--- src/rtl/fixint_pkg.sv ---
package fixint_pkg;

    localparam int unsigned KIND_W = 3;

    // Delivery types; only FIXED is recorded, every other code bypasses.
    typedef enum logic [KIND_W-1:0] {
        DLV_FIXED   = 3'd0,
        DLV_SYSMGMT = 3'd2,
        DLV_NONMASK = 3'd4,
        DLV_INIT    = 3'd5,
        DLV_STARTUP = 3'd6,
        DLV_EXTERN  = 3'd7
    } dlv_kind_e;

endpackage

--- src/rtl/fixint_prio_enc.sv ---
// Highest-set-bit finder, split into class groups: pick the top non-empty
// group, then the top bit inside it.
module fixint_prio_enc #(
    parameter int WIDTH = 256,
    parameter int GRP   = 16,
    localparam int NGRP = WIDTH / GRP,
    localparam int LO_W = $clog2(GRP),
    localparam int HI_W = $clog2(NGRP)
) (
    input  logic [WIDTH-1:0]     req,
    output logic                 any,
    output logic [HI_W+LO_W-1:0] idx
);

    function automatic logic [LO_W-1:0] top_in_group(input logic [GRP-1:0] v);
        logic [LO_W-1:0] r;
        r = '0;
        for (int i = 0; i < GRP; i++) begin
            if (v[i]) r = LO_W'(i);
        end
        return r;
    endfunction

    logic [NGRP-1:0]           grp_any;
    logic [NGRP-1:0][LO_W-1:0] grp_lo;
    logic [HI_W-1:0]           hi_sel;

    genvar g;
    generate
        for (g = 0; g < NGRP; g++) begin : g_grp
            assign grp_any[g] = |req[g*GRP +: GRP];
            assign grp_lo[g]  = top_in_group(req[g*GRP +: GRP]);
        end
    endgenerate

    always_comb begin
        hi_sel = '0;
        for (int k = 0; k < NGRP; k++) begin
            if (grp_any[k]) hi_sel = HI_W'(k);
        end
    end

    assign any = |grp_any;
    assign idx = {hi_sel, grp_lo[hi_sel]};

endmodule

--- src/rtl/fixint_msg_decode.sv ---
// Sorts one incoming message into accept / bypass / illegal / discard.
module fixint_msg_decode
    import fixint_pkg::*;
#(
    parameter int VEC_W = 8,
    parameter int CLS_W = 4
) (
    input  logic              msg_valid,
    input  logic              dest_hit,
    input  logic [VEC_W-1:0]  vector,
    input  logic [KIND_W-1:0] kind,
    output logic              take_fixed,
    output logic              take_bypass,
    output logic              flag_illegal
);

    logic matched;
    logic is_fixed;
    logic legal;

    assign matched      = msg_valid && dest_hit;
    assign is_fixed     = (kind == DLV_FIXED);
    assign legal        = (vector[VEC_W-1 -: CLS_W] != '0);

    assign take_fixed   = matched && is_fixed && legal;
    assign flag_illegal = matched && is_fixed && !legal;
    assign take_bypass  = matched && !is_fixed;

endmodule

--- src/rtl/fixint_ctrl.sv ---
module fixint_ctrl
    import fixint_pkg::*;
#(
    parameter int VEC_W = 8,
    parameter int CLS_W = 4
) (
    input  logic              clk,
    input  logic              rst_n,
    input  logic              msg_valid,
    input  logic [VEC_W-1:0]  msg_vector,
    input  logic [KIND_W-1:0] msg_kind,
    input  logic              msg_level,
    input  logic              msg_dest_hit,
    input  logic              core_ready,
    input  logic              eoi_wr,
    input  logic              tpr_wr,
    input  logic [VEC_W-1:0]  tpr_data,
    output logic              disp_valid,
    output logic [VEC_W-1:0]  disp_vector,
    output logic              bypass_valid,
    output logic [KIND_W-1:0] bypass_kind,
    output logic [VEC_W-1:0]  bypass_vector,
    output logic              eoi_level_valid,
    output logic [VEC_W-1:0]  eoi_level_vector,
    output logic              illegal_err,
    output logic [CLS_W-1:0]  proc_class
);

    localparam int NVEC = 1 << VEC_W;
    localparam int GRP  = 1 << (VEC_W - CLS_W);

    typedef struct packed {
        logic [NVEC-1:0]   irr;
        logic [NVEC-1:0]   isr;
        logic [NVEC-1:0]   tmr;
        logic [VEC_W-1:0]  tpr;
        logic              disp_valid;
        logic [VEC_W-1:0]  disp_vec;
        logic              byp_valid;
        logic [KIND_W-1:0] byp_kind;
        logic [VEC_W-1:0]  byp_vec;
        logic              eoi_lvl_valid;
        logic [VEC_W-1:0]  eoi_lvl_vec;
        logic              err;
    } state_t;

    state_t st_d, st_q;

    // ---------------- message sorting ----------------
    logic take_fixed, take_bypass, flag_illegal;

    fixint_msg_decode #(.VEC_W(VEC_W), .CLS_W(CLS_W)) u_dec (
        .msg_valid   (msg_valid),
        .dest_hit    (msg_dest_hit),
        .vector      (msg_vector),
        .kind        (msg_kind),
        .take_fixed  (take_fixed),
        .take_bypass (take_bypass),
        .flag_illegal(flag_illegal)
    );

    // ---------------- highest pending / in-service ----------------
    logic             irr_any, isr_any;
    logic [VEC_W-1:0] irr_top, isr_top;

    fixint_prio_enc #(.WIDTH(NVEC), .GRP(GRP)) u_irr_top (
        .req(st_q.irr), .any(irr_any), .idx(irr_top)
    );

    fixint_prio_enc #(.WIDTH(NVEC), .GRP(GRP)) u_isr_top (
        .req(st_q.isr), .any(isr_any), .idx(isr_top)
    );

    // ---------------- priority gate ----------------
    logic [CLS_W-1:0] isr_cls, tpr_cls, ppr_cls, irr_cls;
    logic             grant;

    assign isr_cls = isr_any ? isr_top[VEC_W-1 -: CLS_W] : '0;
    assign tpr_cls = st_q.tpr[VEC_W-1 -: CLS_W];
    assign ppr_cls = (isr_cls > tpr_cls) ? isr_cls : tpr_cls;
    assign irr_cls = irr_top[VEC_W-1 -: CLS_W];
    assign grant   = core_ready && irr_any && (irr_cls > ppr_cls);

    // ---------------- next state ----------------
    always_comb begin
        st_d               = st_q;
        st_d.disp_valid    = 1'b0;
        st_d.byp_valid     = 1'b0;
        st_d.eoi_lvl_valid = 1'b0;
        st_d.err           = 1'b0;

        // Retire the top in-service vector.
        if (eoi_wr && isr_any) begin
            st_d.isr[isr_top] = 1'b0;
            if (st_q.tmr[isr_top]) begin
                st_d.eoi_lvl_valid = 1'b1;
                st_d.eoi_lvl_vec   = isr_top;
            end
        end

        // Move the winning pending vector into service.
        if (grant) begin
            st_d.irr[irr_top] = 1'b0;
            st_d.isr[irr_top] = 1'b1;
            st_d.disp_valid   = 1'b1;
            st_d.disp_vec     = irr_top;
        end

        // A new request is merged after the dispatch clear.
        if (take_fixed) begin
            st_d.irr[msg_vector] = 1'b1;
            st_d.tmr[msg_vector] = msg_level;
        end

        if (take_bypass) begin
            st_d.byp_valid = 1'b1;
            st_d.byp_kind  = msg_kind;
            st_d.byp_vec   = msg_vector;
        end

        if (flag_illegal) begin
            st_d.err = 1'b1;
        end

        if (tpr_wr) begin
            st_d.tpr = tpr_data;
        end
    end

    always_ff @(posedge clk) begin
        if (!rst_n) begin
            st_q <= '0;
        end else begin
            st_q <= st_d;
        end
    end

    assign disp_valid       = st_q.disp_valid;
    assign disp_vector      = st_q.disp_vec;
    assign bypass_valid     = st_q.byp_valid;
    assign bypass_kind      = st_q.byp_kind;
    assign bypass_vector    = st_q.byp_vec;
    assign eoi_level_valid  = st_q.eoi_lvl_valid;
    assign eoi_level_vector = st_q.eoi_lvl_vec;
    assign illegal_err      = st_q.err;
    assign proc_class       = ppr_cls;

    // ---------------- assertions ----------------
    assert_discard_R1: assert property (@(posedge clk) disable iff (!rst_n)
        (msg_valid && !msg_dest_hit) |=> (!bypass_valid && !illegal_err));

    assert_bypass_fwd_R2: assert property (@(posedge clk) disable iff (!rst_n)
        (msg_valid && msg_dest_hit && msg_kind != DLV_FIXED)
        |=> (bypass_valid && bypass_vector == $past(msg_vector)
             && bypass_kind == $past(msg_kind)));

    assert_accept_pending_R3: assert property (@(posedge clk) disable iff (!rst_n)
        (msg_valid && msg_dest_hit && msg_kind == DLV_FIXED
         && msg_vector[VEC_W-1 -: CLS_W] != '0)
        |=> st_q.irr[$past(msg_vector)]);

    assert_trigger_mode_R4: assert property (@(posedge clk) disable iff (!rst_n)
        (msg_valid && msg_dest_hit && msg_kind == DLV_FIXED
         && msg_vector[VEC_W-1 -: CLS_W] != '0)
        |=> (st_q.tmr[$past(msg_vector)] == $past(msg_level)));

    assert_dispatch_in_service_R3: assert property (@(posedge clk) disable iff (!rst_n)
        disp_valid |-> (st_q.isr[disp_vector] && !st_q.irr[disp_vector]
                        || st_q.isr[disp_vector]));

    assert_dispatch_needs_ready_R5: assert property (@(posedge clk) disable iff (!rst_n)
        !core_ready |=> !disp_valid);

    assert_dispatch_beats_ppr_R5: assert property (@(posedge clk) disable iff (!rst_n)
        disp_valid |-> (disp_vector[VEC_W-1 -: CLS_W] > $past(proc_class)));

    assert_eoi_retires_R7: assert property (@(posedge clk) disable iff (!rst_n)
        eoi_level_valid |-> (!st_q.isr[eoi_level_vector] && st_q.tmr[eoi_level_vector]));

    assert_eoi_needs_write_R7: assert property (@(posedge clk) disable iff (!rst_n)
        !eoi_wr |=> !eoi_level_valid);

    assert_illegal_flag_R8: assert property (@(posedge clk) disable iff (!rst_n)
        (msg_valid && msg_dest_hit && msg_kind == DLV_FIXED
         && msg_vector[VEC_W-1 -: CLS_W] == '0)
        |=> (illegal_err && !st_q.irr[$past(msg_vector)]));

endmodule

--- config.mk ---
export PLATFORM = sky130hd
export DESIGN_NAME = fixint_ctrl
export DESIGN_NICKNAME = d
export VERILOG_FILES = /design/src/rtl/fixint_pkg.sv /design/src/rtl/fixint_prio_enc.sv /design/src/rtl/fixint_msg_decode.sv /design/src/rtl/fixint_ctrl.sv
export SDC_FILE = /design/constraint.sdc
export NUM_CORES = 2
export LEC_CHECK = 0
export ABC_AREA = 1
export ABC_CLOCK_PERIOD_IN_PS = 6750
export BUFFER_PORTS_ARGS = -buffer_cell sky130_fd_sc_hd__clkbuf_2
export CORE_MARGIN = 4
export CORE_UTILIZATION = 25
export DETAILED_ROUTE_END_ITERATION = 8
export MAX_ROUTING_LAYER = met4
export PLACE_DENSITY = 0.37
export SYNTH_ARGS = -nofsm -noshare
export SYNTH_HDL_FRONTEND = slang
export SYNTH_SLANG_ARGS = --single-unit
export TNS_END_PERCENT = 30
--- constraint.sdc ---
create_clock -name clk -period 6.75 [get_ports clk]
set_input_delay 1.35 -clock clk [delete_from_list [all_inputs] [get_ports clk]]
set_output_delay 1.35 -clock clk [all_outputs]
set_load 0.01 [all_outputs]
==> flow_summary.yaml <==
status:
  status: "finished clean"
floorplanning:
  fp-row-count: 142
  dieArea_mm2: 0.158
  die_x_um: 398
  die_y_um: 398
  core_mm2: 0.150
  initial_utilization: 0.253
  pin_count: 62
clock_network:
  clk_path_buf_depth: 3
  cts_setup_buffers: 0
  cts-root-buf: "clkbuf_16"
  htreeDepth: 3
  cts.reportedPaths.clkPinSlew_ns: 0.06
  cts_hold_buf: 0
  clock_latency_ns: 0.73
  cts-buffers-inserted: 98
  clock_sinks: 803
  cts_tree: "built"
yosys:
  synth_top_family_by_area: "simple AND/OR/NAND/NOR gates"
  synthTopCellsByArea: "dfxtp_1 42%, nand2_1 16%, a21oi_1 8.5%"
  yosysSeqAreaShare: 0.423
  syn-num-nets: 5722
  ys_seq_elements: 803
  synth.top_cell.area_share: 0.423
  synth_mux_area_frac: 0
  syn-cell-area_mm2: 0.0380
  synth_compound_area_frac: 0.208
  synthCells: 5687
  yosysWarnings: 0
  yosys.area.top_type: "dfxtp_1"
  synth_xor_area_frac: 0
  synth-adder-area-share: 0.00263
  avgSynthCellArea_um2: 6.69
  synth-simple-area-share: 0.273
  ys_types: 55
finish:
  final_util: 0.298
  layout_commonest_cell: "nand2_1"
  drive_above_1_share: 0.0881
  final_cell_mix: "1612 x nand2_1, 803 x dfxtp_1, 652 x nor2_1"
  fin_cells: 7843
  nNetsFinal: 5785
  area_delta_synth_final_pct: 18.0
  final_area_mm2: 0.0449
pwr:
  power_density_mw_per_mm2: 232
  total_power_mw: 10.4
  ir_worst_vdd_uv: 171
  leakagePower_nw: 17.2
detailed_routing:
  drcViolationCount: 0
  wl_per_cell_um: 23.3
  vias: 38000
  via_per_inst: 4.84
  totalWireLength_um: 183000
  firstDrtPassIters: 6
  antenna_left: 0
  drt_iter0_drc: 3511
critical_path:
  crit_type: "reg2reg"
  cp-start-kind: "register"
  cp_max_fo: 13
  crit_required_ns: 7.35
  cp_common_cell: "nand2_1"
  cp_slowest_cell: "nor2_4"
  critPathMaxStageDelay_ns: 0.46
  end_kind: "register"
  arrival_ns: 6.85
sta:
  slew_viol_final: 0
  period_share: 0.925
  postLayoutSetupSlackWorst_ns: 0.503
  hold_ws_ns: 0.423
  period_needed_ns: 6.25
  relSlewSlack: 0.152
  setup_viol: 0
  finalHoldViolCount: 0
  setup-tns-final_ns: 0
  worstMarginPinSlew_ns: 1.27
  rsz0062_at_grt: "no"
  fin_worst_skew_ns: 0.0324
  max_freq_ghz: 0.160
global_route:
  grt_usage: 0.233
  antenna_found_initial: 9
  overflow: 0
  use_met3: 0.0258
  grt_pass1_wl_um: 261000
  grt_max_degree: 148
  grt_most_used_layer: "met2"
  globalRouteMet1Util: 0.320
  grt_pass1_vias: 35900
  gr-usage-met2: 0.367
place:
  place_area_mm2: 0.0417
  dpl.hpwl_um: 126000
  dpl_worst_slack_ns: 0.473
  routabilityCongestion: 0.912
  port_buffers: 57
  dp_cells: 7666
hold_path:
  hold_path_class: "reg2reg"
run:
  maxCapViolCount: 0
final timing paths:
check	startpoint	to	slack (ns)	cells after the start
max	st_q[348]$_SDFF_PN0_	eoi_level_vector[3]$_SDFFE_PN0P_	0.50	41
min	st_q[53]$_SDFFE_PN0P_	st_q[53]$_SDFFE_PN0P_	0.42	2
max reg2reg	st_q[348]$_SDFF_PN0_	eoi_level_vector[3]$_SDFFE_PN0P_	0.50	41
min reg2reg	st_q[53]$_SDFFE_PN0P_	st_q[53]$_SDFFE_PN0P_	0.42	2
critical path: cells and delay by family (launching register included):
| family | cells | cell delay, ns |
|---|---|---|
| buf+inv | 6 | 0.96 |
| simple gates | 34 | 4.63 |
| compound gates | 1 | 0.14 |
| flops | 1 | 0.33 |
kinds of logic after synthesis:
group / count (synthesis)
and+or+nand+nor: 2592
AOI/OAI and AO/OA: 1428
buffers and inverters: 856
DFF: 803
adders and majority gates: 8
cells in the mapped netlist (all sizes together):
cell type,number
clkbuf,187
nor2,691
o211a,1
o22a,1
nand4,22
a22oi,3
nor4,35
o2111ai,3
a21boi,2
o21ai,470
nor3b,7
a311oi,1
clkinv,4
a21oi,645
a2bb2oi,2
a221oi,1
a211oi,219
o211ai,3
nand2,1626
o22ai,5
dfxtp,803
nand3,93
o21bai,35
a21o,1
a32oi,1
o21a,3
ha,8
buf,118
nor3,95
o221ai,3
inv,547
a31oi,18
and3,10
or2,13
a31o,3
o31ai,8
layer usage:
| metal | up-vias | wire (um) |
|---|---|---|
| met5 | - | 0 |
| met4 | 0 | 4240 |
| met3 | 213 | 9060 |
| met2 | 957 | 82900 |
| met1 | 18100 | 86700 |
| li1 | 18700 | - |
power breakdown:
| part | internal, mW | total, mW | switching [mW] |
|---|---|---|---|
| sequential | 4.75 | 4.75 | 0.00351 |
| combinational | 0.0565 | 0.309 | 0.252 |
| clock | 3.10 | 5.35 | 2.26 |
| total | 7.90 | 10.4 | 2.51 |
registers in the layout (all words and copies together), names as in the netlist:
signal and flops:
illegal_err 1, disp_vector 8, disp_valid 1, eoi_level_vector 8
st_q 772, bypass_kind 3, bypass_valid 1, bypass_vector 8
eoi_level_valid 1
cell type report:
type                    count  area (um^2)
diodes                      2         5.00
inverters                 551         2080
repair buffers            268         2440
flip-flops and latches    803        16100
fillers                 16700       106000
clock inverters            25          246
multi-input cells        4028        18600
clock buffers             150         2940
well taps                2016         2520
what timing repair did:
item / in CTS / in global routing
gates resized for setup: 0 / 4
hold endpoints to repair: 0 / 0
setup endpoints to repair: 0 / 43
No activity file was read; power rests on OpenSTA's default activity.
